[config.mk]
export PLATFORM = sky130hd
export DESIGN_NAME = vec_intc
export DESIGN_NICKNAME = d
export VERILOG_FILES = /design/src/rtl/intc_pkg.sv /design/src/rtl/intc_capture.sv /design/src/rtl/intc_prio.sv /design/src/rtl/intc_regfile.sv /design/src/rtl/vec_intc.sv
export SDC_FILE = /design/constraint.sdc
export NUM_CORES = 1
export LEC_CHECK = 0
export ABC_AREA = 1
export BUFFER_PORTS_ARGS = -buffer_cell sky130_fd_sc_hd__buf_2
export CAP_MARGIN = 15
export CORE_UTILIZATION = 40
export CTS_BUF_LIST = sky130_fd_sc_hd__clkbuf_16
export DETAILED_ROUTE_END_ITERATION = 12
export PLACE_DENSITY = 0.67
export SLEW_MARGIN = 30
export SYNTH_ARGS = -nofsm -noshare
export SYNTH_HDL_FRONTEND = slang
export SYNTH_HIERARCHICAL = 1
export SYNTH_SLANG_ARGS = --single-unit
[constraint.sdc]
create_clock -name clk -period 3.2 [get_ports clk]
set_input_delay 0.96 -clock clk [delete_from_list [all_inputs] [get_ports clk]]
set_output_delay 0.96 -clock clk [all_outputs]
set_load 0.02 [all_outputs]
[src/rtl/intc_pkg.sv]
package intc_pkg;
  typedef enum logic [2:0] {
    REG_STAT   = 3'd0,
    REG_PEND   = 3'd1,
    REG_ENAB   = 3'd2,
    REG_ACK    = 3'd3,
    REG_SETEN  = 3'd4,
    REG_CLREN  = 3'd5,
    REG_VEC    = 3'd6,
    REG_MASTER = 3'd7
  } reg_sel_e;

  localparam int unsigned MST_OUT_BIT = 0;
  localparam int unsigned MST_CAP_BIT = 1;
  localparam int unsigned MST_W       = 2;
endpackage

[src/rtl/intc_capture.sv]
module intc_capture #(
  parameter int unsigned N_SRC     = 32,
  parameter logic [N_SRC-1:0] EDGE_MASK = '0
) (
  input  logic             clk,
  input  logic             rst_n,
  input  logic [N_SRC-1:0] src_i,
  output logic [N_SRC-1:0] hit_o
);
  for (genvar i = 0; i < N_SRC; i++) begin : g_src
    if (EDGE_MASK[i]) begin : g_edge
      logic prev_q;
      always_ff @(posedge clk) begin
        if (!rst_n) prev_q <= 1'b0;
        else        prev_q <= src_i[i];
      end
      assign hit_o[i] = src_i[i] & ~prev_q;
    end else begin : g_level
      assign hit_o[i] = src_i[i];
    end
  end
endmodule

[src/rtl/intc_prio.sv]
module intc_prio #(
  parameter int unsigned N_SRC = 32,
  parameter int unsigned VEC_W = 32
) (
  input  logic [N_SRC-1:0] pend_i,
  output logic [VEC_W-1:0] vec_o
);
  always_comb begin
    vec_o = '1;
    for (int i = N_SRC - 1; i >= 0; i--) begin
      if (pend_i[i]) vec_o = VEC_W'(i);
    end
  end
endmodule

[src/rtl/intc_regfile.sv]
module intc_regfile
  import intc_pkg::*;
#(
  parameter int unsigned N_SRC  = 32,
  parameter int unsigned DATA_W = 32
) (
  input  logic              clk,
  input  logic              rst_n,
  input  logic              wr_en,
  input  logic [2:0]        addr,
  input  logic [DATA_W-1:0] wdata,
  input  logic [N_SRC-1:0]  hit_i,
  output logic [N_SRC-1:0]  status_o,
  output logic [N_SRC-1:0]  enable_o,
  output logic [MST_W-1:0]  master_o
);
  logic [N_SRC-1:0] st_n, en_n;
  logic [MST_W-1:0] ms_n;
  logic [N_SRC-1:0] wbits;

  assign wbits = wdata[N_SRC-1:0];

  always_comb begin
    st_n = status_o;
    en_n = enable_o;
    ms_n = master_o;
    if (wr_en) begin
      case (reg_sel_e'(addr))
        REG_STAT:   if (!master_o[MST_CAP_BIT]) st_n = wbits;
        REG_ENAB:   en_n = wbits;
        REG_ACK:    st_n = status_o & ~wbits;
        REG_SETEN:  en_n = enable_o | wbits;
        REG_CLREN:  en_n = enable_o & ~wbits;
        REG_MASTER: ms_n = wdata[MST_W-1:0];
        default:    ;
      endcase
    end
    if (ms_n[MST_CAP_BIT]) st_n = st_n | hit_i;
  end

  always_ff @(posedge clk) begin
    if (!rst_n) begin
      status_o <= '0;
      enable_o <= '0;
      master_o <= '0;
    end else begin
      status_o <= st_n;
      enable_o <= en_n;
      master_o <= ms_n;
    end
  end
endmodule

[src/rtl/vec_intc.sv]
module vec_intc
  import intc_pkg::*;
#(
  parameter int unsigned N_SRC = 32,
  parameter logic [N_SRC-1:0] EDGE_MASK = '0
) (
  input  logic             clk,
  input  logic             rst_n,
  input  logic [N_SRC-1:0] src_i,
  input  logic             bus_valid,
  input  logic             bus_write,
  input  logic [2:0]       bus_addr,
  input  logic [31:0]      bus_wdata,
  output logic [31:0]      bus_rdata,
  output logic             irq_o
);
  localparam int unsigned DATA_W = 32;

  logic [N_SRC-1:0]  hit_w, status_q, enable_q, pend_w;
  logic [MST_W-1:0]  master_q;
  logic [DATA_W-1:0] vec_w;
  logic              wr_en;

  assign wr_en = bus_valid & bus_write;

  intc_capture #(.N_SRC(N_SRC), .EDGE_MASK(EDGE_MASK)) u_cap (
    .clk(clk), .rst_n(rst_n), .src_i(src_i), .hit_o(hit_w)
  );

  intc_regfile #(.N_SRC(N_SRC), .DATA_W(DATA_W)) u_regs (
    .clk(clk), .rst_n(rst_n), .wr_en(wr_en), .addr(bus_addr),
    .wdata(bus_wdata), .hit_i(hit_w), .status_o(status_q),
    .enable_o(enable_q), .master_o(master_q)
  );

  assign pend_w = status_q & enable_q;

  intc_prio #(.N_SRC(N_SRC), .VEC_W(DATA_W)) u_prio (
    .pend_i(pend_w), .vec_o(vec_w)
  );

  assign irq_o = master_q[MST_OUT_BIT] & (|pend_w);

  always_comb begin
    bus_rdata = '0;
    if (bus_valid && !bus_write) begin
      case (reg_sel_e'(bus_addr))
        REG_STAT:   bus_rdata = DATA_W'(status_q);
        REG_PEND:   bus_rdata = DATA_W'(pend_w);
        REG_ENAB:   bus_rdata = DATA_W'(enable_q);
        REG_VEC:    bus_rdata = vec_w;
        REG_MASTER: bus_rdata = DATA_W'(master_q);
        default:    bus_rdata = '0;
      endcase
    end
  end
endmodule

==> flow_metrics.tcl, run 1 <==
set metrics [dict create \
    synthCells 1269 \
    synth_nets 1340 \
    reg2reg_slack_ns 1.13 \
    layout.area.seq_sq_um 1350 \
    antenna_found_initial 0 \
    endpoint_kind "output pin" \
    p_total_mw 2.25 \
    fin_crit_sh 1.16 \
    die_w_um 128 \
    drtPass1Iterations 5 \
    yosys.area_share.adder 0 \
    synthSimpleGateAreaFrac 0.517 \
    antennaDiodeCount 0 \
    synthMuxAreaShare 0 \
    htreeDepth 3 \
    syn_to_final_growth_pct 23.5 \
    critPathKind "register to output pin" \
    status "finished, violations left" \
    clk_latency_ns 0.35 \
    vias_per_cell 4.88 \
    synth_compound_area_frac 0.0744 \
    fin_nets 1430 \
    leakage_nw 4.33 \
    avgRoutedWirePerCell_um 13.7 \
    setup_viol 29 \
    grt_use_total 0.263 \
    violations "setup timing" \
    synth-xor-area-share 0 \
    cap_violations 0 \
    timing.fmax_mhz 269 \
    rsz0062_at_grt "yes" \
    dp_hpwl_mm 14.9 \
    critical_path_required_ns 2.24 \
    start_util 0.414 \
    ys_seq_area_frac 0.207 \
    core_sq_um 15400 \
    clk_pin_slew_ns 0.06 \
    switching_share 0.314 \
    finalCriticalPeriod_ns 3.72 \
    grt_pass1_wl_mm 34.0 \
    crit_fanout 2 \
    worstPathArrival_ns 2.76 \
    clock-root-buffer "clkbuf_16" \
    r2r-end "u_regs/status_o[15]$_SDFF_PN0_" \
    pwr-share-seq 0.388 \
    die-height_um 128 \
    multi_input_area_sq_um 3970 \
    avgSynthCellArea_sq_um 5.02 \
    wirelength_mm 21.6 \
    drive_gt1_frac 0.216 \
    dpl_cell_area_sq_um 7130 \
    clkPwrFrac 0.394 \
    cts_tree "yes" \
    fillers 1644 \
    hold_path_class "register to register" \
    fin_cells 1575 \
    most-common-layout-cells "nand2_1, inv_1, nor2_1, buf_4, nand3_1" \
    overflow 0 \
    numCtsBuffers 9 \
    dr.first_iter.drc_count 555 \
    slowest_delay_ns 0.34 \
    cts.sinks 66 \
    clk_path_buf_depth 2 \
    maxSlewViolCount 0 \
    ant_nets 0 \
    switchingPower_uw 707 \
    dp.cells 1539 \
    syn_area_sq_um 6370 \
    tightest_slew_ns 0.733 \
    synth_edf_count 0 \
    cp_common_cell "nand2_1" \
    skew_ns 0.00531 \
    p_int_mw 1.54 \
    critPathSlowestCell "dfxtp_1" \
    ys_ff_latch 66 \
    final_common_cell "nand2_1" \
    power_density_nw_per_um2 286 \
    design_area_sq_um 7870 \
    grt_pass1_vias 6785 \
    startpoint "u_regs/enable_o[30]$_SDFFE_PN0P_" \
    drc_errors 0 \
    io_buffers 103 \
    synthFlopType "dfxtp_1" \
    num_rows 45 \
    combPwrFrac 0.218 \
    grt_max_degree 48 \
    cp-start-kind "register" \
    gp_routability_congestion 0.884 \
    fin_util 0.512 \
    max_slew_margin 0.510 \
    ios 104 \
    crit_end "bus_rdata[0]" \
    synthDistinctLibCells 27 \
    yosys_warnings 6 \
    ir_drop_mv 0.202 \
    via_count 7689 \
    hold_viol 0 \
    reg2reg_from "u_regs/master_o[1]$_SDFF_PN0_" \
    synth_top_family_by_area "simple AND/OR/NAND/NOR gates" \
    ff2ff_path_depth 7 \
    synth-async-reset-ratio 0 \
    setup_ws_ns -0.522 \
    die-area_sq_um 16400 \
]
-- layer usage --
metal	global-route usage	up-vias	part of all wire
li1	-	3930	-
met1	0.343	3429	0.44
met2	0.440	293	0.46
met3	0.0342	37	0.075
met4	0.0990	0	0.022
met5	0	-	0
-- flip-flops by register name, summed over array words and instances (netlist names) --
register	count
u_regs/status_o	32
u_regs/master_o	2
u_regs/enable_o	32
-- stage by stage --
step / setup slack [ns] / setup TNS, ns / hold WS (ns)
final: -0.522 / -2.36 / 0.474
after global routing: -0.891 / -5.05 / 0.494
after CTS: -0.498 / -3.09 / 0.476
after detailed placement: -0.171 / -0.171 / 0.469
after global placement: -0.158 / -0.158 / 0.463
after floorplan: 0.0264 / 0 / 0.452
-- synthesized netlist by cell type, drive strengths merged, types with 2 or more instances --
library cell    n  area (sq um)
a21oi          49           249
buf            84           562
clkbuf         33           124
dfxtp          66          1320
inv           158           593
nand2         585          2200
nand3          91           455
nand4           2          12.5
nor2          154           583
nor3            3          25.0
nor4            3          18.8
o21ai          33           173
o31ai           2          15.0
-- worst max-delay path, delay by kind of cell, from the launching register on --
kind | cells | cell delay [ns]
buffers and inverters | 2 | 0.21
AOI/OAI and AO/OA | 2 | 0.12
DFF | 1 | 0.34
and+or+nand+nor | 32 | 1.76
-- cell type report --
class                   count  share of cell area
multi-input cells         928               0.504
repair buffers            196               0.183
clock inverters             7             0.00366
inverters                 158              0.0757
flip-flops and latches     66               0.172
well taps                 211              0.0335
clock buffers               9              0.0286
-- what timing repair did --
action	4_1_cts	5_1_grt
gates cloned	1	1
pin swaps	7	47
endpoints found under the setup margin	29	31
hold buffers	0	0
buffers inserted	7	12
gates resized for setup	27	117
hold endpoints to repair	0	0
-- worst min-delay path by stage --
stage | start | slack [ns] | endpoint | cells after the start
finish | u_regs/enable_o[22]$_SDFFE_PN0P_ | 0.47 | u_regs/enable_o[22]$_SDFFE_PN0P_ | 2
global route | u_regs/enable_o[9]$_SDFFE_PN0P_ | 0.49 | u_regs/enable_o[9]$_SDFFE_PN0P_ | 2
CTS | u_regs/enable_o[22]$_SDFFE_PN0P_ | 0.48 | u_regs/enable_o[22]$_SDFFE_PN0P_ | 2
detailed placement | u_regs/enable_o[9]$_SDFFE_PN0P_ | 0.47 | u_regs/enable_o[9]$_SDFFE_PN0P_ | 2
global placement | u_regs/enable_o[4]$_SDFFE_PN0P_ | 0.46 | u_regs/enable_o[4]$_SDFFE_PN0P_ | 2
floorplan | u_regs/enable_o[0]$_SDFFE_PN0P_ | 0.45 | u_regs/enable_o[0]$_SDFFE_PN0P_ | 2
-- logic make-up after synthesis --
kind of cell	after synthesis
AO/OA/AOI/OAI	89
flip-flops	66
buffers and inverters	275
AND/OR/NAND/NOR	839
-- power by group through the flow --
stage	sequential, mW	combinational (mW)	clock (mW)
finish	0.874	0.491	0.886
global route	0.877	0.538	0.933
CTS	0.871	0.465	0.901
detailed placement	0.888	0.446	0
global placement	0.887	0.440	0
floorplan	0.888	0.303	0
Power figures use the tool's default switching activity.
==> run 2, diff against run 1 <==
--- a/config.mk
+++ b/config.mk
@@ -17,3 +17,4 @@
 export SYNTH_HDL_FRONTEND = slang
 export SYNTH_HIERARCHICAL = 1
 export SYNTH_SLANG_ARGS = --single-unit
+export TNS_END_PERCENT = 1
==> run 2 against run 1 <==
  * The flow still finishes with violations (setup timing)
  * Clock-buffer cell count unchanged
  * Die area unchanged
  * Power decreased by 1.9%
  * Largest power group unchanged
  * Largest cell class unchanged
==> flow_metrics.tcl, run 2 (synthesis results as in run 1) <==
set metrics [dict create \
    pwr-share-seq 0.394 \
    reg_top3 "u_regs/enable_o (32), u_regs/status_o (32), u_regs/master_o (2)" \
    most-common-layout-cells "nand2_1, inv_1, nor2_1, buf_2, nand3_1" \
    p_int_mw 1.52 \
    start_util 0.414 \
    core_sq_um 15400 \
    switchingPower_uw 690 \
    violations "setup timing" \
    cts.sinks 66 \
    ant_nets 0 \
    leakage_nw 4.14 \
    dr.first_iter.drc_count 618 \
    skew_ns 0.00372 \
    pre_cts_ws_ns -0.171 \
    clk_pin_slew_ns 0.06 \
    worstPathArrival_ns 2.69 \
    worstHoldStart "u_regs/enable_o[7]$_SDFFE_PN0P_" \
    holdBufCountCts 0 \
    drive_gt1_frac 0.153 \
    avgRoutedWirePerCell_um 13.4 \
    clkPwrFrac 0.401 \
    critPathSlowestCell "dfxtp_1" \
    power_density_nw_per_um2 298 \
    syn_to_final_growth_pct 16.3 \
    crit_fanout 3 \
    fin_nets 1411 \
    dpl_cell_area_sq_um 7130 \
    ff2ff_path_depth 7 \
    via_count 7505 \
    fillers 1701 \
    setup_ws_ns -0.454 \
    endpoint_kind "output pin" \
    grt_use_total 0.261 \
    htreeDepth 3 \
    numCtsBuffers 9 \
    path_depth 36 \
    ir_drop_mv 0.220 \
    combPwrFrac 0.205 \
    io_buffers 103 \
    drc_errors 0 \
    grt_max_degree 48 \
    vias_per_cell 4.82 \
    dp_hpwl_mm 14.9 \
    hold_path_class "register to register" \
    grt_pass1_wl_mm 33.7 \
    switching_share 0.312 \
    status "finished, violations left" \
    tightest_slew_ns 0.720 \
    timing.fmax_mhz 274 \
    grt_pass1_vias 6730 \
    critical_path_required_ns 2.24 \
    design_area_sq_um 7410 \
    startpoint "u_regs/enable_o[28]$_SDFFE_PN0P_" \
    maxSlewViolCount 0 \
    critPathKind "register to output pin" \
    num_rows 45 \
    overflow 0 \
    setup_viol 29 \
    wirelength_mm 20.8 \
    rsz0062_at_grt "yes" \
    crit_family "simple AND/OR/NAND/NOR gates" \
    worst-path-buf-inv 3 \
    cts_tree "yes" \
    die-area_sq_um 16400 \
    hold_viol 0 \
    cp_common_cell "nand2_1" \
    gp_routability_congestion 0.884 \
    drtPass1Iterations 5 \
    min_delay_path_depth 2 \
    holdWs_ns 0.475 \
    die_w_um 128 \
    slowest_delay_ns 0.36 \
    antenna_found_initial 0 \
    cap_violations 0 \
    finalCriticalPeriod_ns 3.65 \
    reg2reg_from "u_regs/master_o[1]$_SDFF_PN0_" \
    clock-root-buffer "clkbuf_16" \
    fin_tns_setup_ns -6.52 \
    clk_latency_ns 0.34 \
    antennaDiodeCount 0 \
    ios 104 \
    cp-start-kind "register" \
    fin_crit_sh 1.14 \
    die-height_um 128 \
    max_slew_margin 0.518 \
    clk_path_buf_depth 2 \
    fin_util 0.482 \
    final_common_cell "nand2_1" \
]
## run 2: changes by cell type in the layout (fill, tap and decap cells not counted), moves of 13 or more
cell | before | now
nand2_1 | 563 | 582
nor2_1 | 136 | 149
buf_2 | 72 | 101
buf_4 | 105 | 67
dfxtp_1 | 48 | 64
dfxtp_2 | 15 | 2
nand2_2 | 20 | 3
o21ai_0 | 3 | 20
## run 2: per-layer routing
layer / vias to the layer above / GRT usage / wire (um)
li1: 3892 / - / -
met1: 3295 / 0.342 / 9450
met2: 280 / 0.434 / 9410
met3: 38 / 0.0334 / 1530
met4: 0 / 0.0969 / 446
met5: - / 0 / 0
## run 2: power by group through the flow
stage | clock [mW] | combinational (mW) | sequential [mW]
final | 0.885 | 0.453 | 0.871
after global routing | 0.933 | 0.501 | 0.874
after CTS | 0.901 | 0.449 | 0.871
after detailed placement | 0 | 0.446 | 0.888
after global placement | 0 | 0.440 | 0.887
after floorplan | 0 | 0.303 | 0.888
## run 2: area by class of cell
type | instances | area [sq um] | area share
clock buffers | 9 | 225 | 0.0304
multi-input cells | 928 | 3810 | 0.514
repair buffers | 177 | 1170 | 0.158
clock inverters | 7 | 28.8 | 0.00388
inverters | 158 | 593 | 0.0801
flip-flops and latches | 66 | 1320 | 0.179
well taps | 211 | 264 | 0.0356
## run 2: worst paths after layout
kind	slack [ns]	to
worst max-delay path	-0.45	bus_rdata[0]
worst min-delay path	0.47	u_regs/enable_o[7]$_SDFFE_PN0P_
worst max register to register	1.14	u_regs/status_o[15]$_SDFF_PN0_
worst min register to register	0.47	u_regs/enable_o[7]$_SDFFE_PN0P_
## run 2: worst min-delay path, delay by kind of cell (launching register included)
| family | cells | cell delay (ns) |
|---|---|---|
| AOI/OAI and AO/OA | 1 | 0.05 |
| and+or+nand+nor | 1 | 0.06 |
| DFF | 1 | 0.32 |
## run 2: metrics by stage
step	total power [mW]	std cells
6_report	2.21	1556
3_5_place_dp	1.33	1539
4_1_cts	2.22	1556
3_3_place_gp	1.33	1539
2_1_floorplan	1.19	1269
5_1_grt	2.31	1556
## run 2: what timing repair did
action	in CTS	in global routing
buffers inserted	1	0
pin swaps	3	2
endpoints found under the setup margin	29	31
gates resized for setup	6	3
gates cloned	0	0
==> run 3, diff against run 2 <==
==> constraint.sdc (replaced) <==
create_clock -name clk -period 3.2 [get_ports clk]
set_input_delay 0.16 -clock clk [delete_from_list [all_inputs] [get_ports clk]]
set_output_delay 0.16 -clock clk [all_outputs]
set_load 0.02 [all_outputs]
==> run 3 against run 2 <==
  * The flow now finishes without violations
  * Critical path depth grew 1
  * Sequential share of layout area grew 1.2 points
  * Largest power group unchanged
  * Largest cell class unchanged
  * Critical path type unchanged
  * Sequential cell count did not move
==> flow_metrics.tcl, run 3 (synthesis results as in run 1) <==
set metrics [dict create \
    status "completed" \
    dr.first_iter.drc_count 501 \
    core_sq_um 15400 \
    gp_routability_congestion 0.891 \
    htreeDepth 3 \
    numCtsBuffers 9 \
    cap_violations 0 \
    antenna_found_initial 0 \
    critical_path_required_ns 3.04 \
    clock-root-buffer "clkbuf_16" \
    critPathKind "register to output pin" \
    power_density_nw_per_um2 322 \
    hold_path_class "input port to register" \
    timing.fmax_mhz 340 \
    max_slew_margin 0.546 \
    setup_viol 0 \
    antennaDiodeCount 0 \
    die-area_sq_um 16400 \
    crit_fanout 4 \
    num_rows 45 \
    fin_nets 1360 \
    start_util 0.414 \
    clk_pin_slew_ns 0.06 \
    cp_common_cell "nand2_1" \
    reg_top3 "u_regs/enable_o (32), u_regs/status_o (32), u_regs/master_o (2)" \
    holdWs_ns 0.122 \
    finalCriticalPeriod_ns 2.94 \
    ios 104 \
    clk_latency_ns 0.34 \
    pre_cts_ws_ns 0.536 \
    wirelength_mm 20.0 \
    ant_nets 0 \
    setup_ws_ns 0.262 \
    dp_hpwl_mm 13.8 \
    fin_crit_sh 0.918 \
    design_area_sq_um 6980 \
    drive_gt1_frac 0.120 \
    syn_to_final_growth_pct 9.60 \
    die-height_um 128 \
    endpoint_kind "output pin" \
    ir_drop_mv 0.168 \
    leakage_nw 3.88 \
    overflow 0 \
    slowest_delay_ns 0.36 \
    die_w_um 128 \
    clk_path_buf_depth 2 \
    crit_family "simple AND/OR/NAND/NOR gates" \
    fillers 1679 \
    holdBufCountCts 0 \
    grt_use_total 0.252 \
    final_common_cell "nand2_1" \
    io_buffers 103 \
    maxSlewViolCount 0 \
    cp-start-kind "register" \
    rsz0062_at_grt "yes" \
    worst-path-buf-inv 3 \
    drtPass1Iterations 6 \
    skew_ns 0.00271 \
    cts.sinks 66 \
    hold_viol 0 \
    dpl_cell_area_sq_um 6680 \
    critPathSlowestCell "dfxtp_4" \
    drc_errors 0 \
    grt_pass1_vias 6495 \
    via_count 7230 \
    vias_per_cell 4.80 \
    avgRoutedWirePerCell_um 13.3 \
    cts_tree "yes" \
    tightest_slew_ns 0.681 \
    grt_max_degree 34 \
    worstPathArrival_ns 2.78 \
    grt_pass1_wl_mm 32.4 \
    most-common-layout-cells "nand2_1, inv_1, nor2_1, buf_2, nand3_1" \
]
## run 3: per-stage QoR
step | total power [mW] | TNS (ns) | cells | utilization
floorplan | 1.19 | 0 | 1269 | -
global route | 2.36 | -0.254 | 1505 | 0.454
global placement | 1.29 | 0 | 1486 | 0.432
detailed placement | 1.30 | 0 | 1488 | 0.435
CTS | 2.26 | 0 | 1504 | 0.453
finish | 2.25 | 0 | 1505 | 0.454
## run 3: final cells by class
| class | count | area [sq um] | area share |
|---|---|---|---|
| multi-input combinational | 928 | 3800 | 0.544 |
| sequential | 66 | 1330 | 0.190 |
| timing repair buffer | 126 | 718 | 0.103 |
| inverter | 158 | 593 | 0.0849 |
| tap | 211 | 264 | 0.0378 |
| clock buffer | 9 | 225 | 0.0323 |
| clock inverter | 7 | 53.8 | 0.00770 |
## run 3: worst paths after layout
check / start / end / slack (ns) / depth (start not counted)
min: bus_wdata[5] / u_regs/enable_o[5]$_SDFFE_PN0P_ / 0.12 / 3
min reg2reg: u_regs/enable_o[21]$_SDFFE_PN0P_ / u_regs/enable_o[21]$_SDFFE_PN0P_ / 0.47 / 2
max reg2reg: u_regs/master_o[1]$_SDFF_PN0_ / u_regs/status_o[30]$_SDFF_PN0_ / 1.66 / 7
max: u_regs/status_o[29]$_SDFF_PN0_ / bus_rdata[0] / 0.26 / 37
## run 3: where the power goes
part | switching [mW] | total, mW | internal, mW
Combinational | 0.275 | 0.408 | 0.133
Clock | 0.375 | 0.963 | 0.588
Sequential | 0.0288 | 0.879 | 0.850
Total | 0.679 | 2.25 | 1.57
## run 3: repair_timing
action / in CTS / in global routing
gates resized for setup: 0 / 9
endpoints found under the setup margin: 0 / 1
setup buffers: 0 / 1
## run 3: layer usage
metal,global-route usage,vias up,wire [um]
met5,0,-,0
met4,0.0830,0,334
met3,0.0392,27,1130
met2,0.424,222,9190
met1,0.328,3188,9380
li1,-,3793,-
## run 3: worst reg2reg max path, delay by kind of cell (launching register included)
| family | cells | cell delay [ns] |
|---|---|---|
| and+or+nand+nor | 3 | 0.43 |
| DFF | 1 | 0.32 |
| AOI/OAI and AO/OA | 1 | 0.23 |
| buffers and inverters | 3 | 0.51 |
